**config.mk**
```make
export PLATFORM = sky130hd
export DESIGN_NAME = seq_fir
export DESIGN_NICKNAME = d
export VERILOG_FILES = /design/src/rtl/seq_fir_pkg.sv /design/src/rtl/fir_tap_ctrl.sv /design/src/rtl/fir_delay_line.sv /design/src/rtl/fir_coef_rom.sv /design/src/rtl/fir_mac.sv /design/src/rtl/seq_fir.sv
export SDC_FILE = /design/constraint.sdc
export NUM_CORES = 1
export LEC_CHECK = 0
export BUFFER_PORTS_ARGS = -buffer_cell sky130_fd_sc_hd__buf_4
export CAP_MARGIN = 10
export CORE_MARGIN = 1
export CORE_UTILIZATION = 45
export DETAILED_ROUTE_END_ITERATION = 7
export GPL_ROUTABILITY_DRIVEN = 0
export PLACE_DENSITY = 0.7
export SYNTH_ARGS = -nofsm -noshare
export SYNTH_HDL_FRONTEND = slang
export SYNTH_SLANG_ARGS = --single-unit
```
**constraint.sdc**
```tcl
create_clock -name clk -period 8.5 [get_ports clk]
set_clock_uncertainty 0.2 [all_clocks]
set_input_delay 0.85 -clock clk [delete_from_list [all_inputs] [get_ports clk]]
set_output_delay 0.85 -clock clk [all_outputs]
set_load 0.03 [all_outputs]
```
**src/rtl/seq_fir_pkg.sv**
```systemverilog
package seq_fir_pkg;

  // Control strobes decoded from the tap sequencer.
  typedef struct packed {
    logic run;    // a result is being accumulated
    logic first;  // tap 0: seed the accumulator with the bias
    logic last;   // final tap: the result completes on this edge
  } tap_ctl_t;

  // Rounding bias added once per result.
  function automatic longint round_seed(input int frac);
    if (frac > 0) return (64'sd1 <<< (frac - 1)) - 64'sd1;
    return 64'sd0;
  endfunction

  // Index width for a count that is never below one bit.
  function automatic int idx_bits(input int n);
    return (n > 1) ? $clog2(n) : 1;
  endfunction

endpackage

```
**src/rtl/fir_tap_ctrl.sv**
```systemverilog
module fir_tap_ctrl
  import seq_fir_pkg::*;
#(
  parameter int TAPS  = 8,
  parameter int IDX_W = 3
) (
  input  logic             clk,
  input  logic             rst,
  input  logic             in_valid,
  output logic             in_ready,
  output logic             accept,
  output tap_ctl_t         ctl,
  output logic [IDX_W-1:0] idx
);

  localparam logic [IDX_W-1:0] LAST_IDX = IDX_W'(TAPS - 1);

  logic             run_q;
  logic [IDX_W-1:0] idx_q;
  logic             last_tap;

  assign last_tap  = run_q && (idx_q == LAST_IDX);
  assign in_ready  = !run_q || last_tap;
  assign accept    = in_valid && in_ready;
  assign idx       = idx_q;
  assign ctl.run   = run_q;
  assign ctl.first = run_q && (idx_q == '0);
  assign ctl.last  = last_tap;

  always_ff @(posedge clk) begin
    if (rst) begin
      run_q <= 1'b0;
      idx_q <= '0;
    end else if (accept) begin
      run_q <= 1'b1;
      idx_q <= '0;
    end else if (last_tap) begin
      run_q <= 1'b0;
      idx_q <= '0;
    end else if (run_q) begin
      idx_q <= idx_q + IDX_W'(1);
    end
  end

endmodule

```
**src/rtl/fir_delay_line.sv**
```systemverilog
module fir_delay_line #(
  parameter int DATA_W = 16,
  parameter int TAPS   = 8,
  parameter int IDX_W  = 3
) (
  input  logic                     clk,
  input  logic                     rst,
  input  logic                     shift_en,
  input  logic signed [DATA_W-1:0] din,
  input  logic [IDX_W-1:0]         rd_idx,
  output logic signed [DATA_W-1:0] dout
);

  logic signed [DATA_W-1:0] stage_q [TAPS];

  always_ff @(posedge clk) begin
    if (rst) begin
      for (int i = 0; i < TAPS; i++) stage_q[i] <= '0;
    end else if (shift_en) begin
      stage_q[0] <= din;
      for (int i = 1; i < TAPS; i++) stage_q[i] <= stage_q[i-1];
    end
  end

  assign dout = stage_q[rd_idx];

endmodule

```
**src/rtl/fir_coef_rom.sv**
```systemverilog
module fir_coef_rom #(
  parameter int COEF_W = 16,
  parameter int TAPS   = 8,
  parameter int IDX_W  = 3,
  parameter logic signed [COEF_W-1:0] COEFS [TAPS] = '{default: '0}
) (
  input  logic [IDX_W-1:0]         addr,
  output logic signed [COEF_W-1:0] data
);

  logic signed [COEF_W-1:0] table_w [TAPS];

  for (genvar g = 0; g < TAPS; g++) begin : g_entry
    assign table_w[g] = COEFS[g];
  end

  assign data = table_w[addr];

endmodule

```
**src/rtl/fir_mac.sv**
```systemverilog
module fir_mac
  import seq_fir_pkg::*;
#(
  parameter int DATA_W = 16,
  parameter int COEF_W = 16,
  parameter int ACC_W  = 35,
  parameter int FRAC   = 15
) (
  input  logic                     clk,
  input  logic                     rst,
  input  tap_ctl_t                 ctl,
  input  logic signed [DATA_W-1:0] sample,
  input  logic signed [COEF_W-1:0] coef,
  output logic signed [ACC_W-1:0]  sum_next
);

  localparam int PROD_W = DATA_W + COEF_W;
  localparam logic signed [ACC_W-1:0] BIAS = ACC_W'(round_seed(FRAC));

  logic signed [PROD_W-1:0] prod;
  logic signed [ACC_W-1:0]  acc_q;
  logic signed [ACC_W-1:0]  base;

  assign prod     = sample * coef;
  assign base     = ctl.first ? BIAS : acc_q;
  assign sum_next = base + ACC_W'(prod);

  always_ff @(posedge clk) begin
    if (rst) acc_q <= '0;
    else if (ctl.run) acc_q <= sum_next;
  end

endmodule

```
**src/rtl/seq_fir.sv**
```systemverilog
module seq_fir
  import seq_fir_pkg::*;
#(
  parameter int DATA_W = 16,
  parameter int COEF_W = 16,
  parameter int TAPS   = 8,
  parameter int FRAC   = 15,
  parameter int OUT_W  = 18,
  parameter logic signed [COEF_W-1:0] COEFS [TAPS] = '{
    16'sd1200, -16'sd3000, 16'sd9000, 16'sd20000,
    16'sd20000, 16'sd9000, -16'sd3000, 16'sd1200}
) (
  input  logic              clk,
  input  logic              rst,
  input  logic              in_valid,
  output logic              in_ready,
  input  logic [DATA_W-1:0] in_data,
  output logic              out_valid,
  output logic [OUT_W-1:0]  out_y
);

  localparam int IDX_W  = idx_bits(TAPS);
  localparam int GROW_W = (TAPS > 1) ? $clog2(TAPS) : 0;
  localparam int ACC_W  = DATA_W + COEF_W + GROW_W;

  logic                     accept;
  tap_ctl_t                 ctl;
  logic [IDX_W-1:0]         idx;
  logic signed [DATA_W-1:0] sample;
  logic signed [COEF_W-1:0] coef;
  logic signed [ACC_W-1:0]  sum_next;

  fir_tap_ctrl #(.TAPS(TAPS), .IDX_W(IDX_W)) u_ctrl (
    .clk(clk), .rst(rst), .in_valid(in_valid), .in_ready(in_ready),
    .accept(accept), .ctl(ctl), .idx(idx)
  );

  fir_delay_line #(.DATA_W(DATA_W), .TAPS(TAPS), .IDX_W(IDX_W)) u_hist (
    .clk(clk), .rst(rst), .shift_en(accept), .din($signed(in_data)),
    .rd_idx(idx), .dout(sample)
  );

  fir_coef_rom #(.COEF_W(COEF_W), .TAPS(TAPS), .IDX_W(IDX_W), .COEFS(COEFS)) u_rom (
    .addr(idx), .data(coef)
  );

  fir_mac #(.DATA_W(DATA_W), .COEF_W(COEF_W), .ACC_W(ACC_W), .FRAC(FRAC)) u_mac (
    .clk(clk), .rst(rst), .ctl(ctl), .sample(sample), .coef(coef), .sum_next(sum_next)
  );

  always_ff @(posedge clk) begin
    if (rst) begin
      out_valid <= 1'b0;
      out_y     <= '0;
    end else begin
      out_valid <= ctl.last;
      if (ctl.last) out_y <= OUT_W'(sum_next >>> FRAC);
    end
  end

endmodule

```
; Word level (Yosys, flattened, before mapping)
; Memories as Yosys holds them, arrays and structs flattened. A register that Yosys moved wholly into a read port is not among the register bits.
; Cells that the tools add are included.
[op_classes]
add_sub_neg = 2
mul = 1
magnitude_cmp = 1
n_eq_ne = 1
muxes = 20
bitwise = 9
n_reduce_logical = 8
[op_table]
columns = cell, n
row1 = 2-to-1 mux 16 bit, 10
row2 = adder 35 x 32 -> 35 bit, 1
row3 = 2-to-1 mux 35 bit, 1
row4 = multiplier 16 x 16 -> 32 bit, 1
row5 = OR 1 bit, 8
row6 = 2-to-1 mux 1 bit, 7
row7 = 2-to-1 mux 3 bit, 2
row8 = "greater-or-equal comparator 4 bit, second input constant", 1
row9 = inverter 3 -> 4 bit, 1
row10 = "adder 3 x 1 -> 3 bit, second input constant", 1
row11 = "== test 3 bit, second input constant", 1
row12 = logical AND 1 bit, 3
row13 = zero test 3 bit, 1
row14 = OR reduction 3 bit, 1
row15 = nonzero test 2 bit, 1
row16 = zero test 1 bit, 1
row17 = logical OR 1 bit, 1
[totals]
register_bits = 58
mem_bits_rw = 128
romBits = 128
input_bits = 19
wordCells = 49
mem_count = 2
[memory_table]
columns = name, words, width, read_ports, rd_clocked_by_memory_dff, wr, line_no
row1 = (name not given), 8, 16, 1, 0, 0, fir_coef_rom.sv:17  ; assign data = table_w[addr];
row2 = u_hist.stage_q, 8, 16, 8, 1, 8, fir_delay_line.sv:14  ; logic signed [DATA_W-1:0] stage_q [TAPS];

; Depth between registers and ports, before layout
[depth]
word_depth = 8
ltp_mapped = 27
mapped_depth_nobuf = 25

; Cells and area by module
; From an unflattened synthesis, not the netlist that was laid out.
[unflattened]
hier_cells = 1895
area_unflattened_um2 = 20189.4
[modules_own_cells]
columns = module, n_inst, cells_per_inst, area_each_um2, seq_area_each_um2
row1 = fir_mac, 1, 1455, 13245.2, 700.7
row2 = fir_delay_line, 1, 328, 5776.8, 3843.7
row3 = seq_fir, 1, 60, 675.6, 380.4
row4 = fir_coef_rom, 1, 26, 249.0, 0.0
row5 = fir_tap_ctrl, 1, 26, 242.7, 80.1

; Worst setup path after synthesis
; Ideal clock, no wire load.
[synth_path]
path_kind = reg2reg
from = reg (tool-made name)
to = reg out_y[15]
setup_time_ns = 0.117
arrival_ns = 7.034
t_required_ns = 8.183
slack_ns = 1.148
stages_incl_launch_ff = 26
path_buffers = 3
synth_period_minus_slack_ns = 7.352
path_cell_list = dfxtp_1 -> clkbuf_1 -> buf_2 -> mux4_2 -> mux2_2 -> nand2_1 -> inv_1 -> fa_1 -> inv_1 -> fa_1 -> fa_1 -> inv_1 -> fa_1 -> fa_1 -> inv_1 -> fa_1 -> inv_1 -> ha_1 -> buf_6 -> a21o_1 -> a211oi_2 -> o2bb2ai_1 -> a31oi_2 -> o2111a_1 -> or4_1 -> a32o_1
[synth_lines]
columns = item, line_no
row1 = "end signal, assigned", seq_fir.sv:57  ; if (ctl.last) out_y <= OUT_W'(sum_next >>> FRAC);
row2 = "end, declared", seq_fir.sv:19  ; output logic [OUT_W-1:0] out_y

==> impl_metrics.py <==
metrics = {
    "outcome": {
        "status": "completed",
    },
    "cts": {
        "hold_buffers": 0,
        "clk_pin_slew_worst_paths_ps": 70,
        "cts_root_buffer": "clkbuf_16",
        "ctsResizeCount": 0,
        "cts_setup_buffers": 0,
        "cts_buffers": 17,
        "cts.sinks": 184,
        "cts_tree": "built",
        "insertion_delay_ps": 460,
        "htreeDepth": 4,
        "ctsLongestPathBuffers": 2,
    },
    "timing": {
        "max_freq_mhz": 126.6,
        "finalHoldViolations": 0,
        "rsz0062_at_grt": "no",
        "period_share_pct": 92.91,
        "max_slew.worst_pin.slew_ps": 1131,
        "setup_viol": 0,
        "drv_slew": 0,
        "fin_crit_ps": 7898,
        "max-slew-margin-rel_pct": 24.62,
        "setup_ws_ps": 602.5,
        "setup-tns-final_ps": 0,
    },
    "finish": {
        "multi_input_area_um2": 10280,
        "layout-drive-gt1-share_pct": 9.177,
        "fillCellCount": 3224,
        "fin_nets": 1915,
        "fin_util_pct": 49.59,
        "regArea_um2": 4966,
        "area_growth_pct": 8.548,
        "stdcell_count": 2060,
    },
    "global_route": {
        "grt_max_degree": 97,
        "antenna_found_initial": 0,
        "grt-ovfl-total": 0,
        "grt_usage_pct": 20.19,
        "grt_pass1_vias": 11501,
        "grt_pass1_wl_um": 59730,
    },
    "routing": {
        "wirelength_um": 36380,
        "antenna_left": 0,
        "wire_per_inst_um": 17.66,
        "viasPerCell": 5.312,
        "drc": 0,
        "dr.pass1.iters": 5,
        "first_iter_violations": 836,
        "num_vias": 10943,
    },
    "floorplan": {
        "die_w_um": 194.6,
        "dieArea_um2": 37850,
        "die_height_um": 194.6,
        "fp.coreArea_um2": 36520,
        "boundaryPins": 39,
        "start_util_pct": 45.69,
        "rows": 70,
    },
    "logic_synthesis": {
        "synth_area_um2": 16690,
        "syn_nets": 1900,
        "async_flop_share_pct": 0,
        "synth_edf_count": 128,
        "ys_types": 63,
        "synthFlopType": "edfxtp_1",
        "yosys_warnings": 0,
        "syn_inst": 1563,
        "synth_seq_cells": 184,
        "ys_seq_area_share_pct": 29.75,
        "syn_avg_cell_area_um2": 10.68,
    },
    "worst_setup_path": {
        "critPathMaxFanout": 18,
        "r2r_cells": 23,
        "worst-endpoint-arrival_ps": 8040,
        "r2r_setup_slack_ps": 600,
        "endpoint_kind": "flip-flop",
        "criticalPathCategory": "reg -> reg",
        "r2r_end": "out_y[16]",
        "crit_required_ps": 8640,
        "crit_path_start_kind": "flip-flop",
    },
    "pwr": {
        "p_clk_share_pct": 14.4,
        "p_per_area_nw_per_um2": 345.2,
        "power_frac_seq_pct": 17.6,
        "comb_power_share_pct": 68.0,
        "p_leak_nw": 8.514,
        "switchingPower_w": 0.002962,
        "ir_worst_vdd_uv": 267.4,
        "swShare_pct": 47.36,
        "p_int_w": 0.003292,
    },
    "min_path": {
        "worstHoldStart": "out_y[9]",
        "whs_endpoint": "out_y[9]",
        "holdPathStages": 2,
        "hp-class": "reg -> reg",
    },
    "flow_run": {
        "maxCapViolCount": 0,
    },
    "placed_design": {
        "dp_worst_setup_slack_ps": 605.6,
        "dp.cells": 2027,
        "dp_hpwl_um": 27560,
        "port_buffers": 38,
    },
}
## Yosys cell counts, drive strengths merged, types with 3 or more instances
cell      n  area [um2]
xor2      8       70.07
a21o     12       90.09
buf      11       53.80
dfxtp    56        1121
and3     10       62.56
a32o      6       60.06
mux4     32       720.7
a31oi     4       31.28
o21a     14       105.1
ha       94        1176
mux2i    20       200.2
nor2b    47       294.0
o21ai    24       123.9
inv     329        1235
and2    139       869.6
clkbuf   46       172.7
o21bai    3       22.52
nand2b   18       112.6
or3       6       37.54
o2111a    3       33.78
nor2     55       206.5
mux2     17       191.4
nand2   130       488.0
a211o     3       26.28
nand3     9       45.04
a22o      6       52.55
nor3     15       75.07
fa      224        4484
o211ai    3       22.52
nand3b    3       22.52
xnor2    17       148.9
nor4      6       37.54
a211oi    5       42.54
edfxtp  128        3844
a21oi    35       178.9
## worst max path at each step
stage	endpoint	cells after the start
finish	out_y[16]	23
global route	u_mac.acc_q[28]	23
CTS	out_y[16]	22
detailed placement	out_y[16]	22
global placement	out_y[15]	22
floorplan	out_y[15]	25
## sequential cells by signal, indices dropped and copies added (netlist names), named ones only
| name | flops |
|---|---|
| out_valid | 1 |
| out_y | 18 |
| u_ctrl.idx | 3 |
| u_ctrl.run_q | 1 |
| u_hist.stage_q | 128 |
| u_mac.acc_q | 30 |
## cells in the final DEF (no fill, tap or decap), types with 21 or more instances in the layout
| cell type | synthesis | layout |
|---|---|---|
| a21oi_1 | 34 | 33 |
| and2_1 | 139 | 139 |
| buf_4 | 0 | 53 |
| dfxtp_1 | 56 | 55 |
| edfxtp_1 | 128 | 128 |
| fa_1 | 224 | 224 |
| ha_1 | 94 | 94 |
| inv_1 | 329 | 329 |
| mux4_2 | 32 | 32 |
| nand2_1 | 130 | 129 |
| nor2_1 | 55 | 54 |
| nor2b_1 | 47 | 47 |
| o21ai_0 | 22 | 21 |
## stage by stage
step	power, W	area [um2]	hold slack (ps)
6_report	0.006253	18110	261.0
5_1_grt	0.006886	18110	288.6
4_1_cts	0.006257	18110	268.1
3_5_place_dp	0.005331	17460	252.6
3_3_place_gp	0.005182	17460	246.7
2_1_floorplan	0.004451	16690	240.7
## area by class of cell
class	count	share of cell area, %
multi-input cells	993	56.75
flip-flops and latches	184	27.42
inverters	329	6.818
well taps	468	3.233
clock buffers	17	2.349
repair buffers	53	2.197
clock inverters	15	1.223
diodes	1	0.01382
## layer usage
layer	global-route usage [%]	wire length, um	vias to the layer above
met5	0	0	-
met3	3.557	2177	76
met4	8.495	1126	0
li1	-	-	5011
met1	27.45	16290	5479
met2	31.91	16780	377
## logic make-up (layout without fill, tap and decap cells)
group	count (synthesis)	after routing	share of synthesized area, %
and+or+nand+nor	444	444	13.75
DFF	184	184	29.75
adders and majority gates	318	318	33.92
buffers and inverters	386	414	8.758
other	0	1	0
AOI/OAI and AO/OA	137	137	5.834
xor gates and xnor gates	25	25	1.312
muxes	69	69	6.666
## power by group through the flow
stage | logic (W) | clock network [W] | registers [W]
6_report | 0.00425 | 0.000898 | 0.00110
4_1_cts | 0.00423 | 0.000921 | 0.00110
5_1_grt | 0.00482 | 0.000948 | 0.00111
3_5_place_dp | 0.00421 | 0 | 0.00112
2_1_floorplan | 0.00335 | 0 | 0.00110
3_3_place_gp | 0.00406 | 0 | 0.00112
## worst max-delay path: stages (launching register included)
cell      delay (ps)
dfxtp_2          740
buf_4            320
mux4_2           510
mux2_2           380
nand2_1          150
inv_1             80
fa_1             520
inv_1             60
fa_1             490
fa_1             530
inv_1             60
fa_1             500
fa_1             500
inv_1             50
fa_1             470
inv_1             40
ha_1             360
nand2_1           60
o21ai_0          360
a31oi_1          230
a21oi_1          390
o21ai_1          220
o2111a_1         290
a221o_1          250
(Power assumes the default switching activity.)
